[src/rtl/arpwm_pkg.sv]
`timescale 1ns/1ps
package arpwm_pkg;

    localparam int DEF_CNT_W  = 8;
    localparam int DEF_NUM_CH = 4;
    localparam int ADDR_W     = 3;

    // Register address map; compare registers follow ADDR_CMP_BASE.
    typedef enum logic [ADDR_W-1:0] {
        ADDR_START    = 3'd0,
        ADDR_CTRL     = 3'd1,
        ADDR_CMP_BASE = 3'd2
    } reg_addr_e;

    // Counter events broadcast to every channel.
    typedef struct packed {
        logic tick;   // counter advances on this edge
        logic wrap;   // counter is at its maximum and reloads on this edge
    } cnt_evt_t;

    // Address of the compare register of channel idx.
    function automatic logic [ADDR_W-1:0] cmp_addr(input int idx);
        return ADDR_W'(int'(ADDR_CMP_BASE) + idx);
    endfunction

endpackage

[src/rtl/arpwm_regfile.sv]
`timescale 1ns/1ps
module arpwm_regfile
    import arpwm_pkg::*;
#(
    parameter int CNT_W  = DEF_CNT_W,
    parameter int NUM_CH = DEF_NUM_CH
) (
    input  logic                          clk,
    input  logic                          rst,
    input  logic                          wr_en,
    input  logic [ADDR_W-1:0]             wr_addr,
    input  logic [CNT_W-1:0]              wr_data,
    output logic [CNT_W-1:0]              start_q,
    output logic [NUM_CH-1:0]             en_q,
    output logic [NUM_CH-1:0]             pol_q,
    output logic [NUM_CH-1:0][CNT_W-1:0]  cmp_q
);

    localparam int POL_LSB = NUM_CH;
    localparam int POL_MSB = 2 * NUM_CH - 1;

    // Start value register; the counter samples it at the wrap.
    always_ff @(posedge clk) begin
        if (rst) begin
            start_q <= '0;
        end else if (wr_en && wr_addr == ADDR_START) begin
            start_q <= wr_data;
        end
    end

    // Control register: enables in the low field, polarities above them.
    always_ff @(posedge clk) begin
        if (rst) begin
            en_q  <= '0;
            pol_q <= '0;
        end else if (wr_en && wr_addr == ADDR_CTRL) begin
            en_q  <= wr_data[NUM_CH-1:0];
            pol_q <= wr_data[POL_MSB:POL_LSB];
        end
    end

    // Compare registers, one per channel; the channel shadows them.
    for (genvar g = 0; g < NUM_CH; g++) begin : g_cmp
        localparam logic [ADDR_W-1:0] SLOT = cmp_addr(g);
        always_ff @(posedge clk) begin
            if (rst) begin
                cmp_q[g] <= '0;
            end else if (wr_en && wr_addr == SLOT) begin
                cmp_q[g] <= wr_data;
            end
        end
    end

endmodule

[src/rtl/arpwm_counter.sv]
`timescale 1ns/1ps
module arpwm_counter
    import arpwm_pkg::*;
#(
    parameter int CNT_W = DEF_CNT_W
) (
    input  logic             clk,
    input  logic             rst,
    input  logic             cnt_en,
    input  logic             halt,
    input  logic [CNT_W-1:0] start_val,
    output logic [CNT_W-1:0] cnt_q,
    output logic [CNT_W-1:0] nxt_cnt,
    output cnt_evt_t         evt,
    output logic             wrap_pulse
);

    localparam logic [CNT_W-1:0] CNT_MAX = '1;

    logic at_max;

    always_comb begin
        at_max   = (cnt_q == CNT_MAX);
        evt.tick = cnt_en & ~halt;
        evt.wrap = evt.tick & at_max;
        nxt_cnt  = at_max ? start_val : cnt_q + 1'b1;
    end

    always_ff @(posedge clk) begin
        if (rst) begin
            cnt_q      <= '0;
            wrap_pulse <= 1'b0;
        end else begin
            wrap_pulse <= evt.wrap;
            if (evt.tick) begin
                cnt_q <= nxt_cnt;
            end
        end
    end

endmodule

[src/rtl/arpwm_channel.sv]
`timescale 1ns/1ps
module arpwm_channel
    import arpwm_pkg::*;
#(
    parameter int CNT_W = DEF_CNT_W
) (
    input  logic             clk,
    input  logic             rst,
    input  cnt_evt_t         evt,
    input  logic [CNT_W-1:0] nxt_cnt,
    input  logic [CNT_W-1:0] cmp_val,
    input  logic             en,
    input  logic             pol,
    output logic             pwm
);

    logic [CNT_W-1:0] cmp_act_q;   // compare value in force this period
    logic             act_q;       // channel at its active level

    always_ff @(posedge clk) begin
        if (rst) begin
            cmp_act_q <= '0;
            act_q     <= 1'b0;
        end else if (evt.tick) begin
            if (evt.wrap) begin
                // New period: take the shadowed compare, go active unless
                // the start value already matches it.
                cmp_act_q <= cmp_val;
                act_q     <= (nxt_cnt != cmp_val);
            end else if (nxt_cnt == cmp_act_q) begin
                act_q <= 1'b0;
            end
        end
    end

    assign pwm = en & (act_q ^ pol);

endmodule

[src/rtl/arpwm_timer.sv]
`timescale 1ns/1ps
module arpwm_timer
    import arpwm_pkg::*;
#(
    parameter int CNT_W  = DEF_CNT_W,
    parameter int NUM_CH = DEF_NUM_CH
) (
    input  logic              clk,
    input  logic              rst,
    input  logic              cnt_en,
    input  logic              halt,
    input  logic              wr_en,
    input  logic [ADDR_W-1:0] wr_addr,
    input  logic [CNT_W-1:0]  wr_data,
    output logic [NUM_CH-1:0] pwm_out,
    output logic              wrap_pulse
);

    logic [CNT_W-1:0]             start_q;
    logic [NUM_CH-1:0]            en_q;
    logic [NUM_CH-1:0]            pol_q;
    logic [NUM_CH-1:0][CNT_W-1:0] cmp_q;
    logic [CNT_W-1:0]             cnt_q;
    logic [CNT_W-1:0]             nxt_cnt;
    cnt_evt_t                     evt;

    arpwm_regfile #(.CNT_W(CNT_W), .NUM_CH(NUM_CH)) u_regs (
        .clk     (clk),
        .rst     (rst),
        .wr_en   (wr_en),
        .wr_addr (wr_addr),
        .wr_data (wr_data),
        .start_q (start_q),
        .en_q    (en_q),
        .pol_q   (pol_q),
        .cmp_q   (cmp_q)
    );

    arpwm_counter #(.CNT_W(CNT_W)) u_cnt (
        .clk        (clk),
        .rst        (rst),
        .cnt_en     (cnt_en),
        .halt       (halt),
        .start_val  (start_q),
        .cnt_q      (cnt_q),
        .nxt_cnt    (nxt_cnt),
        .evt        (evt),
        .wrap_pulse (wrap_pulse)
    );

    for (genvar g = 0; g < NUM_CH; g++) begin : g_ch
        arpwm_channel #(.CNT_W(CNT_W)) u_ch (
            .clk     (clk),
            .rst     (rst),
            .evt     (evt),
            .nxt_cnt (nxt_cnt),
            .cmp_val (cmp_q[g]),
            .en      (en_q[g]),
            .pol     (pol_q[g]),
            .pwm     (pwm_out[g])
        );
    end

endmodule

[config.mk]
export PLATFORM = sky130hd
export DESIGN_NAME = arpwm_timer
export DESIGN_NICKNAME = d
export VERILOG_FILES = /design/src/rtl/arpwm_pkg.sv /design/src/rtl/arpwm_regfile.sv /design/src/rtl/arpwm_counter.sv /design/src/rtl/arpwm_channel.sv /design/src/rtl/arpwm_timer.sv
export SDC_FILE = /design/constraint.sdc
export NUM_CORES = 1
export LEC_CHECK = 0
export BUFFER_PORTS_ARGS = -buffer_cell sky130_fd_sc_hd__buf_2
export CAP_MARGIN = 0
export CORE_MARGIN = 5
export CORE_UTILIZATION = 35
export CTS_CLUSTER_SIZE = 24
export DETAILED_ROUTE_END_ITERATION = 8
export PLACE_DENSITY = 0.5
export SYNTH_ARGS = -nofsm -noshare
export SYNTH_HDL_FRONTEND = slang
export SYNTH_HIERARCHICAL = 1
export SYNTH_SLANG_ARGS = --single-unit
[constraint.sdc]
create_clock -name clk -period 3.2 [get_ports clk]
set_input_delay 0.96 -clock clk [delete_from_list [all_inputs] [get_ports clk]]
set_output_delay 0.96 -clock clk [all_outputs]
set_load 0.03 [all_outputs]
==> results by group, run 1 <==
Run status
  • Status: completed

Placement
  • DP Worst Slack: 0.539 ns
  • Dpl hpwl: 7700 microns
  • Post-DP Area: approximately 4900 sq um
  • Final Wtd Congestion: around 0.80
  • Input/output buffers: 20

Timing
  • Fmax: 0.370 GHz
  • Worst-Margin Slew: 0.728 ns
  • Minimum clock period: between 2 and 3 ns
  • Skew final: ~0.0055 ns
  • Crit share post-route: a little over four fifths
  • Setup TNS: 0 ns
  • Setup violators final: 0
  • Max-slew violations: 0
  • Worst setup margin: roughly 0.49 ns
  • Fin. Hold Viols: 0
  • Unrepaired setup endpoints after global routing: no
  • Slew headroom: between 50% and 60%

Min path
  • HP Class: flop to flop

Setup path
  • CP peak stage delay: 0.42 ns
  • CP Launch Type: flop
  • Slowest CP cell: dfxtp_1
  • Crit path arrival time: roughly 2.9 ns
  • CP required: approximately 3.4 ns
  • Peak fanout along the critical path: 11
  • Critical path class: flop to flop
  • Critical Path, Cell by Cell: ha_1, nand4_1, nor2_2, nand2_2, o21ai_1, buf_4, xnor2_1, nand4_1, nor4_2, nor4_2
  • CP Capture Type: flop

Route
  • ANT nets after route: 0
  • Drt total wl: ~11,000 microns
  • Post-route DRC: 0
  • First-pass detailed-route iteration total: 4
  • WL/cell: 15.9 microns
  • Vias post-DR: ~3,400
  • DR iter-0 viols: between 150 and 200
  • Via/cell ratio: 4.85

Floorplan
  • Starting density of the core: 35.5%
  • DIE WIDTH: ~130 microns
  • Core Region: between 10,000 and 15,000 sq um
  • I/O Pins: 21
  • Chip height: approximately 130 microns
  • Die ar.: ~16,000 sq um
  • FP Rows: 42

Clock tree
  • CTS H-tree depth: 3
  • CTS max path bufs: 2
  • Hold Buf Count CTS: 0
  • Clock Pin Slew Worst Setup and Hold Paths: 0.06 ns
  • CTS root buf: clkbuf_16
  • Post-CTS sizing: 0
  • Setup bufs post-CTS: 0
  • Clk_lat worst skew: between 0.3 and 0.4 ns
  • Clk sinks: 93
  • Cts bufs inserted: 9
  • CTS tree: built

GRT
  • Largest net degree at the start of global routing: between 40 and 50
  • Gr usage total: about 15%
  • First-pass GRT wire length: between 15,000 and 20,000 microns
  • GRT overflow: 0
  • Antenna violations before repair: 0
  • Vias in the first global route: about 3,300

Power
  • Leak: around 1.9 nW
  • Pwr Total: ~0.0025 W
  • VDD IR max: 0.307 mV
  • Pwr Density: around 480 nW/um^2

Synth
  • Sequential-to-total area share from yosys stat: about two fifths
  • Largest family of logic cells by synthesized area: simple AND/OR/NAND/NOR gates
  • Yosys cell types: between 40 and 50
  • Mapped Cells: 509
  • Mux cell area share after synthesis: 11.0%
  • Leading area contributor after synthesis: dfxtp_1
  • Syn avg cell area: approximately 9 sq um
  • Post-synthesis xor/xnor area fraction: a little over an eighth
  • Compound-gate portion of the synthesized area: under 10%
  • Ranking of synthesized cells by area: dfxtp_1 (40%), xnor2_1 (12%), mux2i_1 (11%)
  • Syn_nets: between 500 and 600
  • Ys Warns: 6
  • Post-synthesis adder-cell area fraction: less than 1%
  • Seq cells post-synth: just over 90
  • Post-Syn Area: between 4000 and 5000 sq um
  • Synth top area share: approximately two fifths
  • Synth Area in Simple Gates: around a quarter

Layout
  • Commonest cells after routing, fill and taps aside: dfxtp_1 (93), nand2_1 (77), xnor2_1 (62), nand2b_1 (59), mux2i_1 (49)
  • N_diodes: 0
  • Design Area, Final: between 5000 and 6000 sq um
  • Utilization of the core after routing: 39.7%
  • Layout net count: around 540
  • Commonest non-fill, non-tap cell in the layout: dfxtp_1
  • Layout cells sized above 1: 12.9%
  • Area Growth Syn to Fin: 12.0%

Job
  • Max cap viols: 0
-- worst max-delay path, delay by kind of cell (launching register included) --
family / cells / cell delay (ns)
buffers and inverters: 1 / 0.27
AOI/OAI and AO/OA: 1 / 0.38
DFF: 1 / 0.42
xor gates and xnor gates: 1 / 0.12
and+or+nand+nor: 6 / 1.05
adders and majority gates: 1 / 0.33
-- final timing paths --
path	to	cells after the start	startpoint	slack [ns]
setup reg to reg	g_ch[0].u_ch/act_q	10	u_cnt/cnt_q[0]	0.49
hold reg to reg	g_ch[0].u_ch/cmp_act_q[3]	2	g_ch[0].u_ch/cmp_act_q[3]	0.47
hold / removal	g_ch[0].u_ch/cmp_act_q[3]	2	g_ch[0].u_ch/cmp_act_q[3]	0.47
setup / recovery	g_ch[0].u_ch/act_q	10	u_cnt/cnt_q[0]	0.49
-- layout make-up --
| cell class | instances | area [sq um] |
|---|---|---|
| multi-input cells | 385 | 2620 |
| inverters | 3 | 11.3 |
| well taps | 176 | 220 |
| repair buffers | 30 | 188 |
| clock buffers | 12 | 267 |
| clock inverters | 4 | 52.6 |
| flip-flops and latches | 93 | 1860 |
| fillers | 1346 | 7920 |
-- Yosys cell counts (all sizes together) --
master	number
a22oi	1
o31a	1
nand3	13
nand4bb	2
o32ai	2
a311o	1
mux2i	49
nand4b	2
mux2	2
a41oi	1
nand2	78
a31oi	2
nor4	8
buf	22
and4bb	1
o21a	2
o21ai	2
and4	1
nand4	10
dfxtp	93
or4b	1
clkbuf	6
ha	1
nor2	13
xor2	8
and2	8
a21boi	1
inv	3
a311oi	2
a21oi	41
nand2b	59
nor3	7
xnor2	62
nand3b	4
-- registers in the layout, summed over array words and instances (netlist names) --
register	count
u_regs/en_q	4
u_regs/cmp_q	32
u_cnt/cnt_q	8
u_regs/start_q	8
u_regs/pol_q	4
g_ch.u_ch/act_q	4
u_cnt/wrap_pulse	1
g_ch.u_ch/cmp_act_q	32
-- through the flow --
stage / cells / hold slack, ns
6_report: 703 / 0.469
5_1_grt: 703 / 0.489
4_1_cts: 703 / 0.470
3_5_place_dp: 687 / 0.461
3_3_place_gp: 687 / 0.461
2_1_floorplan: 509 / 0.448
-- routing by layer --
| metal | global-route usage [%] | wire [microns] | vias to the layer above |
|---|---|---|---|
| met4 | 3.83 | 149 | 0 |
| li1 | - | - | 1740 |
| met2 | 22.3 | 4990 | 47 |
| met3 | 2.81 | 317 | 13 |
| met1 | 20.9 | 5720 | 1608 |
| met5 | 0 | 0 | - |
-- report_power, final --
part           leakage [nW]  switching [W]  internal (W)
clock network         0.160       0.000456      0.000674
registers             0.751      0.0000140       0.00117
logic                  1.02      0.0000941     0.0000690
total                  1.93       0.000564       0.00192
-- cells by family (layout without fill, tap and decap cells) --
kind of cell	after synthesis	count (layout)
compound gates	56	56
xor+xnor	70	70
fa+ha+maj	1	1
buf+inv	31	49
flops	93	93
mux	51	51
simple gates	207	207
(Power assumes the default switching activity.)
==> run 2, diff against run 1 <==
==> constraint.sdc (replaced) <==
create_clock -name clk -period 2.54 [get_ports clk]
set_input_delay 0.762 -clock clk [delete_from_list [all_inputs] [get_ports clk]]
set_output_delay 0.762 -clock clk [all_outputs]
set_load 0.03 [all_outputs]
==> results by group, run 2 (synthesis gave the netlist of run 1 again) <==
Timing
  • Skew final: 0.00444 ns
  • Setup violators final: 0
  • Fmax: 0.429 GHz
  • Slew headroom: between 50% and 60%
  • Worst-Margin Slew: 0.626 ns
  • Unrepaired setup endpoints after global routing: yes
  • Setup TNS: 0 ns
  • Minimum clock period: between 2 and 2.5 ns
  • Crit share post-route: between 90% and 100%
  • Max-slew violations: 0
  • Fin. Hold Viols: 0
  • WHS: around 0.47 ns

Floorplan
  • Chip height: 125 microns
  • Core Region: between 10,000 and 15,000 sq um
  • Die ar.: 15,700 sq um
  • Starting density of the core: a little over a third
  • I/O Pins: 21
  • FP Rows: between 40 and 50
  • DIE WIDTH: 125 microns

Clock tree
  • CTS max path bufs: 2
  • CTS H-tree depth: 3
  • Clk_lat worst skew: about 0.34 ns
  • Clk sinks: 93
  • CTS tree: built
  • Post-CTS sizing: 0
  • Cts bufs inserted: 9
  • Clock Pin Slew Worst Setup and Hold Paths: 0.06 ns
  • Setup bufs post-CTS: 0
  • Hold Buf Count CTS: 0
  • CTS root buf: clkbuf_16

Placement
  • Input/output buffers: 20
  • Post-Place Cells: about 710
  • Dpl hpwl: between 8000 and 9000 microns
  • Final Wtd Congestion: between 0.8 and 0.9

Layout
  • Commonest non-fill, non-tap cell in the layout: dfxtp_1
  • N_diodes: 0
  • Non-Filler Instances: between 700 and 800
  • Utilization of the core after routing: 40.6%
  • Layout cells sized above 1: between 15 and 20%
  • Top flop regs: g_ch.u_ch/cmp_act_q: 32 flops, u_regs/cmp_q: 32 flops
  • Commonest cells after routing, fill and taps aside: dfxtp_1 (93), nand2_1 (77), xnor2_1 (62), nand2b_1 (59), mux2i_1 (49)
  • Layout net count: 558
  • Area Growth Syn to Fin: 14.4%

Setup path
  • CP Launch Type: flop
  • CP Capture Type: flop
  • CP required: between 2 and 3 ns
  • Peak fanout along the critical path: 9
  • Critical path class: flop to flop
  • Crit path arrival time: around 2.5 ns

Power
  • Pwr Density: about 570 nW/um^2
  • Pwr Total: around 0.0030 W
  • Gate power share: about 7.1%
  • VDD IR max: between 0.3 and 0.4 mV
  • Leak: around 2 nW
  • Psw: between 0.0006 and 0.0007 W
  • Switching Fraction: a little under a quarter
  • Sequential share of power: 49.1%
  • Cell-internal power: between 0.002 and 0.0025 W
  • Clock Power Share: between 40% and 50%

Route
  • Post-route DRC: 0
  • Drt total wl: ~12,000 microns
  • First-pass detailed-route iteration total: 4
  • ANT nets after route: 0
  • Via/cell ratio: between 4 and 5
  • Vias post-DR: roughly 3,500
  • WL/cell: approximately 16 microns
  • DR iter-0 viols: 233

Run status
  • Status: completed

Min path
  • HP Class: flop to flop

GRT
  • Gr usage total: around 16%
  • Vias in the first global route: between 3,000 and 4,000
  • Antenna violations before repair: 0
  • GRT overflow: 0
  • Largest net degree at the start of global routing: 47
  • First-pass GRT wire length: roughly 20,000 microns

Job
  • Max cap viols: 0
==> run 2: cell types whose count changed in the layout (fill, tap and decap cells not counted) <==
cell	change
buf_12	-1
clkbuf_1	+1
nor3_2	+1
inv_6	-2
buf_4	+20
nor2_4	+1
clkbuf_8	-2
nor2_2	-1
clkinv_2	+3
nor3_1	-1
==> run 2: power by group through the flow <==
stage | clock network (W) | logic [W] | registers, W
3_3_place_gp | 0 | 0.000216 | 0.00153
6_report | 0.00133 | 0.000217 | 0.00149
3_5_place_dp | 0 | 0.000217 | 0.00153
4_1_cts | 0.00138 | 0.000218 | 0.00149
2_1_floorplan | 0 | 0.000146 | 0.00152
5_1_grt | 0.00143 | 0.000238 | 0.00150
==> run 2: critical path: stages (launching register included) <==
cell and delay (ns):
dfxtp_1 0.37, ha_1 0.25, nand4_1 0.20, nor2_4 0.25, mux2_2 0.52, xor2_1 0.21, nor4_2 0.32, nor4_2 0.08
==> run 2: per-layer routing <==
metal  up-vias  GRT usage (%)  share of wire, %
met2        56           24.0                43
met1      1661           22.1                51
met3        18           2.86               3.6
met5         -              0                 0
met4         0           7.46               2.5
li1       1778              -                 -
==> run 2: through the flow <==
stage          worst slack [ns]  instance area, sq um
5_1_grt                -0.00787                  5330
3_5_place_dp              0.173                  5030
2_1_floorplan            0.0605                  4660
4_1_cts                   0.152                  5320
6_report                  0.210                  5330
3_3_place_gp              0.226                  5030
==> run 2: path summary, 6_finish.rpt <==
check,startpoint,to,slack (ns),cells past startpoint
worst max-delay path,u_cnt/cnt_q[1],g_ch[2].u_ch/act_q,0.21,7
worst min-delay path,g_ch[3].u_ch/cmp_act_q[3],g_ch[3].u_ch/cmp_act_q[3],0.47,2
worst max register to register,u_cnt/cnt_q[1],g_ch[2].u_ch/act_q,0.21,7
worst min register to register,g_ch[3].u_ch/cmp_act_q[3],g_ch[3].u_ch/cmp_act_q[3],0.47,2
==> run 2: layout make-up <==
cell class                 instances  area, sq um
clock inverter                     5         50.0
tap                              176          220
timing repair buffer              49          318
sequential                        93         1860
multi-input combinational        385         2630
inverter                           3         11.3
fill                            1334         7810
clock buffer                      11          243
==> run 3, diff against run 2 <==
--- a/config.mk
+++ b/config.mk
@@ -7,7 +7,7 @@
 export LEC_CHECK = 0
 export BUFFER_PORTS_ARGS = -buffer_cell sky130_fd_sc_hd__buf_2
 export CAP_MARGIN = 0
-export CORE_MARGIN = 5
+export CORE_MARGIN = 2
 export CORE_UTILIZATION = 35
 export CTS_CLUSTER_SIZE = 24
 export DETAILED_ROUTE_END_ITERATION = 8
==> results by group, run 3 (synthesis gave the netlist of run 1 again) <==
Floorplan
  • Chip height: approximately 120 microns
  • FP Rows: 42
  • Die ar.: around 14,000 sq um
  • Starting density of the core: 35.5%
  • I/O Pins: 21
  • DIE WIDTH: ~120 microns
  • Core Region: between 10,000 and 15,000 sq um

Layout
  • Utilization of the core after routing: between 40 and 50%
  • Top flop regs: g_ch.u_ch/cmp_act_q: 32 flops, u_regs/cmp_q: 32 flops
  • N_diodes: 0
  • Design Area, Final: ~5400 sq um
  • Multi-input combinational cell area: between 2000 and 3000 sq um
  • Commonest cells after routing, fill and taps aside: dfxtp_1 (93), nand2_1 (77), xnor2_1 (62), nand2b_1 (59), mux2i_1 (49)
  • Register Area: ~1900 sq um
  • Non-Filler Instances: about 720
  • Area Growth Syn to Fin: 16.2%
  • Layout net count: roughly 560
  • Commonest non-fill, non-tap cell in the layout: dfxtp_1
  • Layout cells sized above 1: ~16%
  • Fillcell total: ~1,300

Route
  • WL/cell: ~16 microns
  • Drt total wl: roughly 12,000 microns
  • DR iter-0 viols: approximately 180
  • ANT nets after route: 0
  • First-pass detailed-route iteration total: 4
  • Vias post-DR: 3,484
  • Post-route DRC: 0
  • Via/cell ratio: 4.83

Clock tree
  • Clk sinks: 93
  • Cts bufs inserted: 9
  • CTS root buf: clkbuf_16
  • Clock Pin Slew Worst Setup and Hold Paths: ~0.070 ns
  • CTS tree: built
  • CTS H-tree depth: 3
  • Clk_lat worst skew: between 0.3 and 0.4 ns
  • CTS max path bufs: 2

GRT
  • Gr usage total: about 18%
  • First-pass GRT wire length: 18,900 microns
  • Largest net degree at the start of global routing: between 60 and 70
  • Antenna violations before repair: 0
  • Vias in the first global route: between 3,000 and 4,000
  • GRT overflow: 0

Run status
  • Status: completed

Timing
  • Fmax: 0.422 GHz
  • Fin. Hold Viols: 0
  • Worst-Margin Slew: about 0.6 ns
  • Minimum clock period: approximately 2.4 ns
  • Crit share post-route: between 90 and 100%
  • Worst setup margin: ~0.17 ns
  • Max-slew violations: 0
  • Setup violators final: 0
  • Unrepaired setup endpoints after global routing: no
  • Skew final: 0.00802 ns
  • Slew headroom: 58.7%

Min path
  • Hold Path Stages: 2
  • HP Class: flop to flop

Setup path
  • Setup slack, reg-to-reg: between 0.15 and 0.2 ns
  • Worst path depth: 10
  • Crit path arrival time: ~2.6 ns
  • Slowest CP cell: dfxtp_1
  • Reg2Reg Depth: 10
  • Peak fanout along the critical path: 7
  • WP buf/inv: 1
  • Critical path class: flop to flop
  • Critical Path, Cell by Cell: ha_2, nand4_1, nor2_4, nor2_1, a21oi_2, buf_6, xnor2_1, nand4_1, nor4_2, nor4_2
  • CP peak stage delay: between 0.3 and 0.4 ns
  • CP Capture Type: flop
  • CP top delay family: simple AND/OR/NAND/NOR gates
  • CP Launch Type: flop
  • CP required: approximately 2.8 ns

Placement
  • DP Worst Slack: -0.0884 ns
  • Final Wtd Congestion: approximately 0.85
  • Post-Place Cells: ~700
  • Input/output buffers: 20
  • Dpl hpwl: 7990 microns
  • Post-DP Area: around 5000 sq um

Power
  • VDD IR max: between 0.3 and 0.4 mV
  • Pwr Total: between 0.003 and 0.004 W
  • Leak: 2.03 nW
  • Pwr Density: a little over 600 nW/um^2

Job
  • Max cap viols: 0
[run 3: cell types whose count changed in the layout (fill, tap and decap cells not counted)]
cell | previous run | this run
a21oi_2 | 2 | 3
ha_1 | 1 | 0
buf_4 | 29 | 26
bufinv_16 | 1 | 3
clkinvlp_4 | 0 | 1
buf_6 | 0 | 1
clkbuf_1 | 1 | 0
buf_12 | 0 | 1
a21oi_1 | 39 | 38
clkbuf_8 | 1 | 2
clkinv_2 | 4 | 0
clkinv_4 | 0 | 1
ha_2 | 0 | 1
[run 3: layout make-up]
type                       count  area share (%)
multi-input combinational    385            48.6
clock buffer                  11            4.67
inverter                       3           0.208
clock inverter                 5            1.97
sequential                    93            34.4
timing repair buffer          48            6.03
tap                          176            4.07
[run 3: per-layer routing]
metal  share of wire (%)  GRT usage, %
met5                   0             0
met4                 1.7          6.69
met3                 2.2          3.50
met2                  45          26.7
met1                  51          24.8
[run 3: power breakdown]
| part | internal, W | total (W) | switching, W | leakage, nW |
|---|---|---|---|---|
| registers | 0.00148 | 0.00149 | 0.0000164 | 0.751 |
| clock network | 0.00102 | 0.00161 | 0.000589 | 0.172 |
| logic | 0.0000922 | 0.000216 | 0.000124 | 1.11 |
[run 3: timing repair]
item / 4_1_cts / 5_1_grt
hold buffers: 0 / 0
setup endpoints to repair: 3 / 4
setup buffers: 0 / 3
gates cloned: 0 / 0
pin swaps: 0 / 1
resized for setup: 1 / 4
[run 3: worst min-delay path, delay by kind of cell (launching register included)]
family | cells | cell delay, ns
flops | 1 | 0.32
compound gates | 1 | 0.05
simple gates | 1 | 0.05
[run 3: per-stage QoR]
stage	TNS, ns	hold WS (ns)
finish	0	0.466
global route	0	0.496
CTS	0	0.468
detailed placement	-0.141	0.459
global placement	0	0.458
floorplan	0	0.448
[run 3: path summary, 6_finish.rpt]
kind | endpoint | start
max reg2reg | g_ch[2].u_ch/act_q | u_cnt/cnt_q[1]
min | g_ch[1].u_ch/cmp_act_q[2] | g_ch[1].u_ch/cmp_act_q[2]
max | g_ch[2].u_ch/act_q | u_cnt/cnt_q[1]
min reg2reg | g_ch[1].u_ch/cmp_act_q[2] | g_ch[1].u_ch/cmp_act_q[2]
